File: config.mk
export PLATFORM = sky130hd
export DESIGN_NAME = sadc_reader
export DESIGN_NICKNAME = d
export VERILOG_FILES = /design/src/rtl/sadc_pkg.sv /design/src/rtl/sadc_timer.sv /design/src/rtl/sadc_sync.sv /design/src/rtl/sadc_frame.sv /design/src/rtl/sadc_reader.sv
export SDC_FILE = /design/constraint.sdc
export NUM_CORES = 1
export LEC_CHECK = 0
export CORE_MARGIN = 1
export CORE_UTILIZATION = 52
export DETAILED_ROUTE_END_ITERATION = 12
export GPL_TIMING_DRIVEN = 1
export PLACE_DENSITY = 0.81
export RECOVER_POWER = 25
export SYNTH_ARGS = -nofsm -noshare
export SYNTH_HDL_FRONTEND = slang
export SYNTH_HIERARCHICAL = 1
export SYNTH_SLANG_ARGS = --single-unit
File: constraint.sdc
create_clock -name clk -period 3.6 [get_ports clk]
set_input_delay 0.36 -clock clk [delete_from_list [all_inputs] [get_ports clk]]
set_output_delay 0.36 -clock clk [all_outputs]
set_load 0.1 [all_outputs]
File: src/rtl/sadc_pkg.sv
package sadc_pkg;
  localparam int HDR_W = 3;

  typedef enum logic [2:0] {
    S_IDLE,
    S_SETUP,
    S_WAKE,
    S_POLL,
    S_LOW,
    S_HIGH,
    S_TAIL,
    S_GAP
  } rd_state_t;
endpackage

File: src/rtl/sadc_timer.sv
module sadc_timer #(
  parameter int W = 8
) (
  input  logic         clk,
  input  logic         rst,
  input  logic         load,
  input  logic [W-1:0] val,
  output logic         zero
);
  logic [W-1:0] cnt;

  always_ff @(posedge clk) begin
    if (rst)             cnt <= '0;
    else if (load)       cnt <= val;
    else if (cnt != '0)  cnt <= cnt - 1'b1;
  end

  assign zero = (cnt == '0);
endmodule

File: src/rtl/sadc_sync.sv
module sadc_sync #(
  parameter int STAGES = 2
) (
  input  logic clk,
  input  logic rst,
  input  logic d,
  output logic q
);
  logic [STAGES-1:0] ff;

  always_ff @(posedge clk) begin
    if (rst) ff <= '0;
    else     ff <= {ff[STAGES-2:0], d};
  end

  assign q = ff[STAGES-1];
endmodule

File: src/rtl/sadc_frame.sv
module sadc_frame #(
  parameter int RES_W = 12,
  localparam int FRAME_W = sadc_pkg::HDR_W + 1 + RES_W
) (
  input  logic             clk,
  input  logic             rst,
  input  logic             clr,
  input  logic             shift,
  input  logic             bit_in,
  output logic             hdr_bad,
  output logic             chan,
  output logic [RES_W-1:0] res
);
  logic [FRAME_W-1:0] sh;
  logic [sadc_pkg::HDR_W-1:0] hdr;

  always_ff @(posedge clk) begin
    if (rst || clr) sh <= '0;
    else if (shift) sh <= {sh[FRAME_W-2:0], bit_in};
  end

  assign hdr     = sh[FRAME_W-1 -: sadc_pkg::HDR_W];
  assign hdr_bad = ~&hdr;
  assign chan    = sh[RES_W];
  assign res     = sh[RES_W-1:0];
endmodule

File: src/rtl/sadc_reader.sv
module sadc_reader
  import sadc_pkg::*;
#(
  parameter int RES_W        = 12,
  parameter int DIV_CLKS     = 4,
  parameter int SETUP_CLKS   = 3,
  parameter int EOC_TMO_CLKS = 256,
  parameter int GAP_CLKS     = 5,
  parameter int SYNC_STAGES  = 2
) (
  input  logic             clk,
  input  logic             rst,
  input  logic             start,
  input  logic             mode_int,
  input  logic             sdata,
  output logic             cs_n,
  output logic             sclk,
  output logic             busy,
  output logic             done,
  output logic             chan_id,
  output logic [RES_W-1:0] result,
  output logic             err_hdr,
  output logic             err_tmo
);
  localparam int FRAME_W = HDR_W + 1 + RES_W;
  localparam int CNT_W   = $clog2(FRAME_W + 1);
  localparam int MAX_A   = (DIV_CLKS > SETUP_CLKS) ? DIV_CLKS : SETUP_CLKS;
  localparam int MAX_B   = (EOC_TMO_CLKS > GAP_CLKS) ? EOC_TMO_CLKS : GAP_CLKS;
  localparam int MAX_C   = (MAX_A > MAX_B) ? MAX_A : MAX_B;
  localparam int TW      = $clog2(MAX_C + 1);

  rd_state_t        st, st_n;
  logic             mode_q, mode_n;
  logic [CNT_W-1:0] bit_cnt;
  logic             tz, ld;
  logic [TW-1:0]    ld_val;
  logic             sd_s;
  logic             sclk_n, cs_n_n;
  logic             shift_en, enter_gap, enter_setup;
  logic             fr_bad, fr_chan;
  logic [RES_W-1:0] fr_res;

  sadc_timer #(.W(TW)) u_timer (
    .clk(clk), .rst(rst), .load(ld), .val(ld_val), .zero(tz)
  );

  sadc_sync #(.STAGES(SYNC_STAGES)) u_sync (
    .clk(clk), .rst(rst), .d(sdata), .q(sd_s)
  );

  sadc_frame #(.RES_W(RES_W)) u_frame (
    .clk(clk), .rst(rst), .clr(enter_setup), .shift(shift_en),
    .bit_in(sd_s), .hdr_bad(fr_bad), .chan(fr_chan), .res(fr_res)
  );

  // next state and timer reload
  always_comb begin
    st_n   = st;
    ld     = 1'b0;
    ld_val = '0;
    unique case (st)
      S_IDLE: if (start) begin
        st_n = S_SETUP; ld = 1'b1; ld_val = TW'(SETUP_CLKS - 1);
      end
      S_SETUP: if (tz) begin
        st_n = mode_q ? S_WAKE : S_LOW; ld = 1'b1; ld_val = TW'(DIV_CLKS - 1);
      end
      S_WAKE: if (tz) begin
        st_n = S_POLL; ld = 1'b1; ld_val = TW'(EOC_TMO_CLKS - 1);
      end
      S_POLL: begin
        if (sd_s) begin
          st_n = S_LOW; ld = 1'b1; ld_val = TW'(DIV_CLKS - 1);
        end else if (tz) begin
          st_n = S_GAP; ld = 1'b1; ld_val = TW'(GAP_CLKS - 1);
        end
      end
      S_LOW: if (tz) begin
        st_n = S_HIGH; ld = 1'b1; ld_val = TW'(DIV_CLKS - 1);
      end
      S_HIGH: if (tz) begin
        st_n = (bit_cnt == CNT_W'(FRAME_W)) ? S_TAIL : S_LOW;
        ld = 1'b1; ld_val = TW'(DIV_CLKS - 1);
      end
      S_TAIL: if (tz) begin
        st_n = S_GAP; ld = 1'b1; ld_val = TW'(GAP_CLKS - 1);
      end
      S_GAP: if (tz) st_n = S_IDLE;
      default: st_n = S_IDLE;
    endcase
  end

  assign mode_n      = (st == S_IDLE) ? mode_int : mode_q;
  assign enter_setup = (st == S_IDLE) && (st_n == S_SETUP);
  assign enter_gap   = (st != S_GAP) && (st_n == S_GAP);
  assign shift_en    = (st == S_LOW) && (st_n == S_HIGH);

  // pin levels follow the state being entered, so the pins stay registered
  always_comb begin
    unique case (st_n)
      S_SETUP: sclk_n = mode_n;
      S_WAKE:  sclk_n = 1'b1;
      S_HIGH:  sclk_n = 1'b1;
      default: sclk_n = 1'b0;
    endcase
    cs_n_n = (st_n == S_IDLE) || (st_n == S_SETUP) || (st_n == S_GAP);
  end

  always_ff @(posedge clk) begin
    if (rst) begin
      st      <= S_IDLE;
      mode_q  <= 1'b0;
      bit_cnt <= '0;
      cs_n    <= 1'b1;
      sclk    <= 1'b0;
      busy    <= 1'b0;
      done    <= 1'b0;
      chan_id <= 1'b0;
      result  <= '0;
      err_hdr <= 1'b0;
      err_tmo <= 1'b0;
    end else begin
      st   <= st_n;
      cs_n <= cs_n_n;
      sclk <= sclk_n;
      busy <= (st_n != S_IDLE);
      done <= enter_gap;
      if (enter_setup) begin
        mode_q  <= mode_int;
        bit_cnt <= '0;
      end else if (shift_en) begin
        bit_cnt <= bit_cnt + 1'b1;
      end
      if (enter_gap) begin
        if (st == S_POLL) begin
          err_tmo <= 1'b1;
          err_hdr <= 1'b0;
          chan_id <= 1'b0;
          result  <= '0;
        end else begin
          err_tmo <= 1'b0;
          err_hdr <= fr_bad;
          chan_id <= fr_chan;
          result  <= fr_res;
        end
      end
    end
  end
endmodule

* Word-level counts from Yosys, hierarchy flattened *
Cells that the tools add are included.

storage, ports and cells
  register bits = 55
  input port bits = 5
  output and inout bits = 19
  logic and storage cells = 76

cells by class
  $add $sub $neg = 2
  equality and inequality tests = 13
  mux-type cells = 29
  reduce and logical (&&, ||, !) cells = 18

operators by type and width
  cell                                                  count
  case mux 8 bit (5 select lines)                       1
  two-way mux 3 bit                                     11
  case mux 3 bit (8 select lines)                       1
  equality test 3 bit (second input constant)           6
  two-way mux 9 bit                                     2
  two-way mux 12 bit                                    1
  equality test 3 x 2 -> 1 bit (second input constant)  3
  zero test 9 bit                                       1
  nonzero test 9 bit                                    1
  subtractor 9 x 1 -> 9 bit (second input constant)     1
  two-way mux 8 bit                                     1
  two-way mux 1 bit                                     7
  equality test 3 x 1 -> 1 bit (second input constant)  2
  zero test 3 bit                                       2
  two-way mux 2 bit                                     3
  adder 5 x 1 -> 5 bit (second input constant)          1
  equality test 5 bit (second input constant)           1
  OR reduction 5 bit                                    1
  OR reduction 2 bit                                    2
  logical AND 1 bit                                     3
  logical OR 1 bit                                      3
  != test 3 bit (second input constant)                 1
  case mux 1 bit (3 select lines)                       1
  AND reduction 3 bit                                   1
  5 further kinds                                       5

* Depth between registers and ports, before layout *
  word-level depth = 7
  depth in mapped cells = 15
  gate-level depth less buffers = 12

* Cells and area by module *
The synthesis kept the hierarchy.

modules (own cells, without submodules)
  module       times used  cells each  area each (sq um)  sequential area each (sq um)
  sadc_reader  1           149         1,333.8            560.5
  sadc_frame   1           66          676.9              320.3
  sadc_timer   1           62          514.2              180.2
  sadc_sync    1           4           52.6               40.0

* Worst setup path before layout *
Ideal clock, no wire load.

  path kind = flip-flop to flip-flop
  start = register u_timer.cnt[0]
  end = register u_frame.sh[10]
  arrival time = 2,990 ps
  required time = 3,486 ps
  setup slack = 496 ps
  stages on the path, launching flop included = 14
  buffers on the path = 4
  period minus slack after synthesis = 3,104 ps
  cell sequence = dfxtp_1 inv_1 ha_1 or4b_4 or4b_4 buf_6 inv_1 buf_6 inv_1 nor4b_4 buf_4 buf_6 mux2i_1 nor2_1

between the ends
  elaborated cells on any way between the ends = 14
  classes of those cells = 2 x eq/ne; 8 x mux; 4 x reduce/logical

RTL lines
  element                              line                                  text
  from (decl)                          sadc_timer.sv:10                      logic [W-1:0] cnt;
  from (signal assigned)               sadc_timer.sv:14                      else if (load) cnt <= val;
  from (signal assigned)               sadc_timer.sv:15                      else if (cnt != '0) cnt <= cnt - 1'b1;
  zero test 9 bit (*)                  sadc_timer.sv:18                      assign zero = (cnt == '0);
  named net tz                         sadc_reader.sv:35                     logic tz, ld;
  two-way mux 3 bit                    sadc_reader.sv:74, sadc_reader.sv:85
  two-way mux 3 bit                    sadc_reader.sv:72                     if (sd_s) begin
  case mux 3 bit (8 select lines) (*)  sadc_reader.sv:61                     unique case (st)
  equality test 3 bit (*)              sadc_reader.sv:96                     assign shift_en = (st == S_LOW) && (st_n == S_HIGH);
  logical AND 1 bit (*)                sadc_reader.sv:96
  named net shift_en                   sadc_reader.sv:39                     logic shift_en, enter_gap, enter_setup;
  to (signal assigned)                 sadc_frame.sv:19                      else if (shift) sh <= {sh[FRAME_W-2:0], bit_in};
  to (decl)                            sadc_frame.sv:14                      logic [FRAME_W-1:0] sh;

The timed path passes the listed nets; every way through them passes the cells marked *.
A chain may end at the register's enable or synchronous reset.

* Final worst setup path *
  start = register u_timer.cnt[0]
  end = register u_timer.cnt[3]

between the ends
  word-level cells in the longest chain between the ends = 5
  elaborated cells on any way between the ends = 11
  classes of those cells = 1 x add/sub; 7 x mux; 3 x reduce/logical

ends and longest elaborated chain
  element                                                  line
  zero test 9 bit (*)                                      sadc_timer.sv:18
  named net tz                                             sadc_reader.sv:35
  two-way mux 1 bit (*)                                    -
  two-way mux 1 bit                                        sadc_reader.sv:72
  case mux 1 bit (3 select lines) (*)                      sadc_reader.sv:61
  named net ld                                             sadc_reader.sv:35
  two-way mux 9 bit or nonzero test 2 bit (tied branches)  -

The timed path passes the listed nets; every way through them passes the cells marked *. The select of a mux whose other input is x is not followed.

==> impl_metrics.csv <==
group,metric,value,unit
synth,synthTopCellsByArea,"dfxtp_1 43%, mux2i_1 7.4%, nor2_1 6.8%, buf_4 4.1%, a22oi_1 3.5%",
synth,synth_compound_area_frac,0.128,
die,num_io_pins,24,
sta,setup_viol,0,
cts,post-cts-setup-buffer-count,0,
place,place_congestion,0.808,
sta,skew,7.84,ps
setup_path,crit_required,3820,ps
power_and_ir_drop,power_density,660,mW/mm^2
cts,holdBufCountCts,0,
synth,synth_top_flop_cell,"dfxtp_1",
setup_path,critPathMaxFanout,10,
die,fp-row-count,25,
synth,synth.cell_area,0.00258,sq mm
die,dieArea,0.00524,sq mm
setup_path,startpoint_type,"flop",
global_routing,grt_pass1_wl,7840,um
place,post-place-ws,357,ps
synth,synth-simple-area-share,0.229,
drt,dr_total_vias,1911,
final_layout,area_growth,8.25,%
synth,synth_xor_area_frac,0.0238,
sta,setup_ws,241,ps
cts,ctsHtreeMaxLevel,2,
die,initial_core_util,0.542,
synth,synth_top_family_by_area,"simple AND/OR/NAND/NOR gates",
run_status,outcome,"complete, no violations",
job,drv_cap,0,
die,coreArea,0.00475,sq mm
setup_path,end_kind,"flop",
sta,slew_headroom,0.343,
drt,wl_per_cell,13.3,um
synth,avgSynthCellArea,9.17,sq um
global_routing,grt_pass1_vias,1701,
synth,async_reset_ff_frac,0,
cts,numCtsBuffers,5,
sta,fmax,298,MHz
synth,synth_warnings,6,
sta,fin_crit_sh,0.933,
sta,tns,0,ps
setup_path,cp.arrival,3570,ps
cts,post_cts_resize_count,0,
place,dp_hpwl,3150,um
sta,finalHoldViolations,0,
synth,yosys.area_share.adder,0.0146,
synth,synth_cells,281,
cts,cts_tree,"built",
power_and_ir_drop,p_leak,1.03,nW
global_routing,antenna_found_initial,0,
drt,drc,0,
place,io_buffer_count,23,
global_routing,grt_max_degree,23,
place,dpl_cell_area,0.00270,sq mm
final_layout,final_area,0.00279,sq mm
hold_path,hp-class,"reg2reg",
sta,drv_slew,0,
setup_path,worstSetupPathType,"reg2reg",
drt,firstDrtPassIters,4,
cts,clkTransAtPathRegs,110,ps
drt,routed_wl,4700,um
sta,tightest_slew,982,ps
synth,synthTopCellsByCount,"55 x dfxtp_1, 47 x nor2_1, 19 x mux2i_1",
drt,drtAntennaViolNets,0,
die,die_w,72.4,um
synth,yosysMostFrequentCell,"dfxtp_1",
cts,clockBufferDepth,2,
final_layout,drive_gt1_frac,0.0947,
cts,clkSinkCount,55,
synth,ys_seq_elements,55,
synth,synth_area_leader_cell,"dfxtp_1",
cts,clock_latency,310,ps
final_layout,fin_nets,292,
final_layout,diodes,0,
synth,synth_top_area_frac,0.427,
synth,synth-edff-count,0,
drt,drt_iter0_markers,132,
sta,rsz0062_at_grt,"false",
synth,yosysSeqAreaShare,0.427,
synth,synth_nets,289,
synth,synth.area.mux_share,0.0825,
global_routing,grt-ovfl-total,0,
drt,routed_via_density,5.43,
synth,yosysUniqueCellTypes,57,
power_and_ir_drop,vdd_drop_max,0.312,mV
cts,cts-root-buf,"clkbuf_8",
global_routing,grtUsageTotal,0.192,
sta,finalCriticalPeriod,3360,ps
die,die_h,72.4,um
cell type report:
type,instances,area [sq um]
fill,440,1960
inverter,7,26.3
clock inverter,3,33.8
timing repair buffer,26,249
sequential,55,1100
clock buffer,5,68.8
tap,67,83.8
multi-input combinational,189,1230
where the power goes:
part	switching, mW	internal [mW]	leakage (nW)
clock network	0.219	0.147	0.0515
registers	0.0846	0.669	0.446
logic	0.433	0.289	0.529
total	0.736	1.11	1.03
kinds of logic after synthesis:
kind of cell               after synthesis
adders and majority gates                3
muxes                                   21
and+or+nand+nor                        110
other                                    1
xor gates and xnor gates                 7
AOI/OAI and AO/OA                       47
buffers and inverters                   37
DFF                                     55
worst max-delay path: stages, from the launching register on:
cell	delay (ps)
dfxtp_1	350
inv_1	90
ha_1	220
or4b_4	510
or4b_4	550
inv_1	240
inv_1	200
a21oi_1	180
mux2i_1	100
a21oi_1	340
nor2_1	190
a32o_1	290
sequential cells by signal (all words and copies together), names as in the netlist:
signal	cells
u_timer/cnt	9
st	3
u_frame/sh	16
u_sync/ff	2
err_tmo	1
busy	1
result	12
done	1
bit_cnt	5
cs_n	1
chan_id	1
mode_q	1
sclk	1
err_hdr	1
through the flow:
step | hold WS (ps) | util | total power [mW] | instances
floorplan | 414 | - | 1.40 | 281
global placement | 421 | 0.567 | 1.47 | 344
detailed placement | 430 | 0.567 | 1.49 | 344
CTS | 456 | 0.589 | 1.86 | 352
global route | 462 | 0.587 | 1.96 | 352
finish | 456 | 0.587 | 1.84 | 352
metal layers:
metal  up-vias  part of all wire  GRT usage
met5         -                 0          0
met4         0            0.0068     0.0588
met3         2             0.036     0.0514
met2        34              0.49      0.329
met1       909              0.46      0.236
li1        966                 -          -
worst paths after layout:
kind              cells after the start           start  slack, ps             end
setup reg to reg                     11  u_timer/cnt[0]        240  u_timer/cnt[3]
hold reg to reg                       1    u_sync/ff[0]        460    u_sync/ff[1]
setup / recovery                     11  u_timer/cnt[0]        240  u_timer/cnt[3]
hold / removal                        1    u_sync/ff[0]        460    u_sync/ff[1]
cell usage in the layout (no fill, tap or decap), drive strengths merged, types with 5 or more instances in the layout:
master         Yosys  final
nor3              10     10
dlygate4sd3        0     16
o21ai              5      5
dfxtp             55     55
clkdlybuf4s50      0      7
mux2i             19     19
a21oi             10     10
clkbuf             6      6
inv                7      8
xor2               6      6
a22oi             12     12
nor2b              5      5
nor2              48     48
nand2             14     14
No activity file was read; power rests on OpenSTA's default activity.
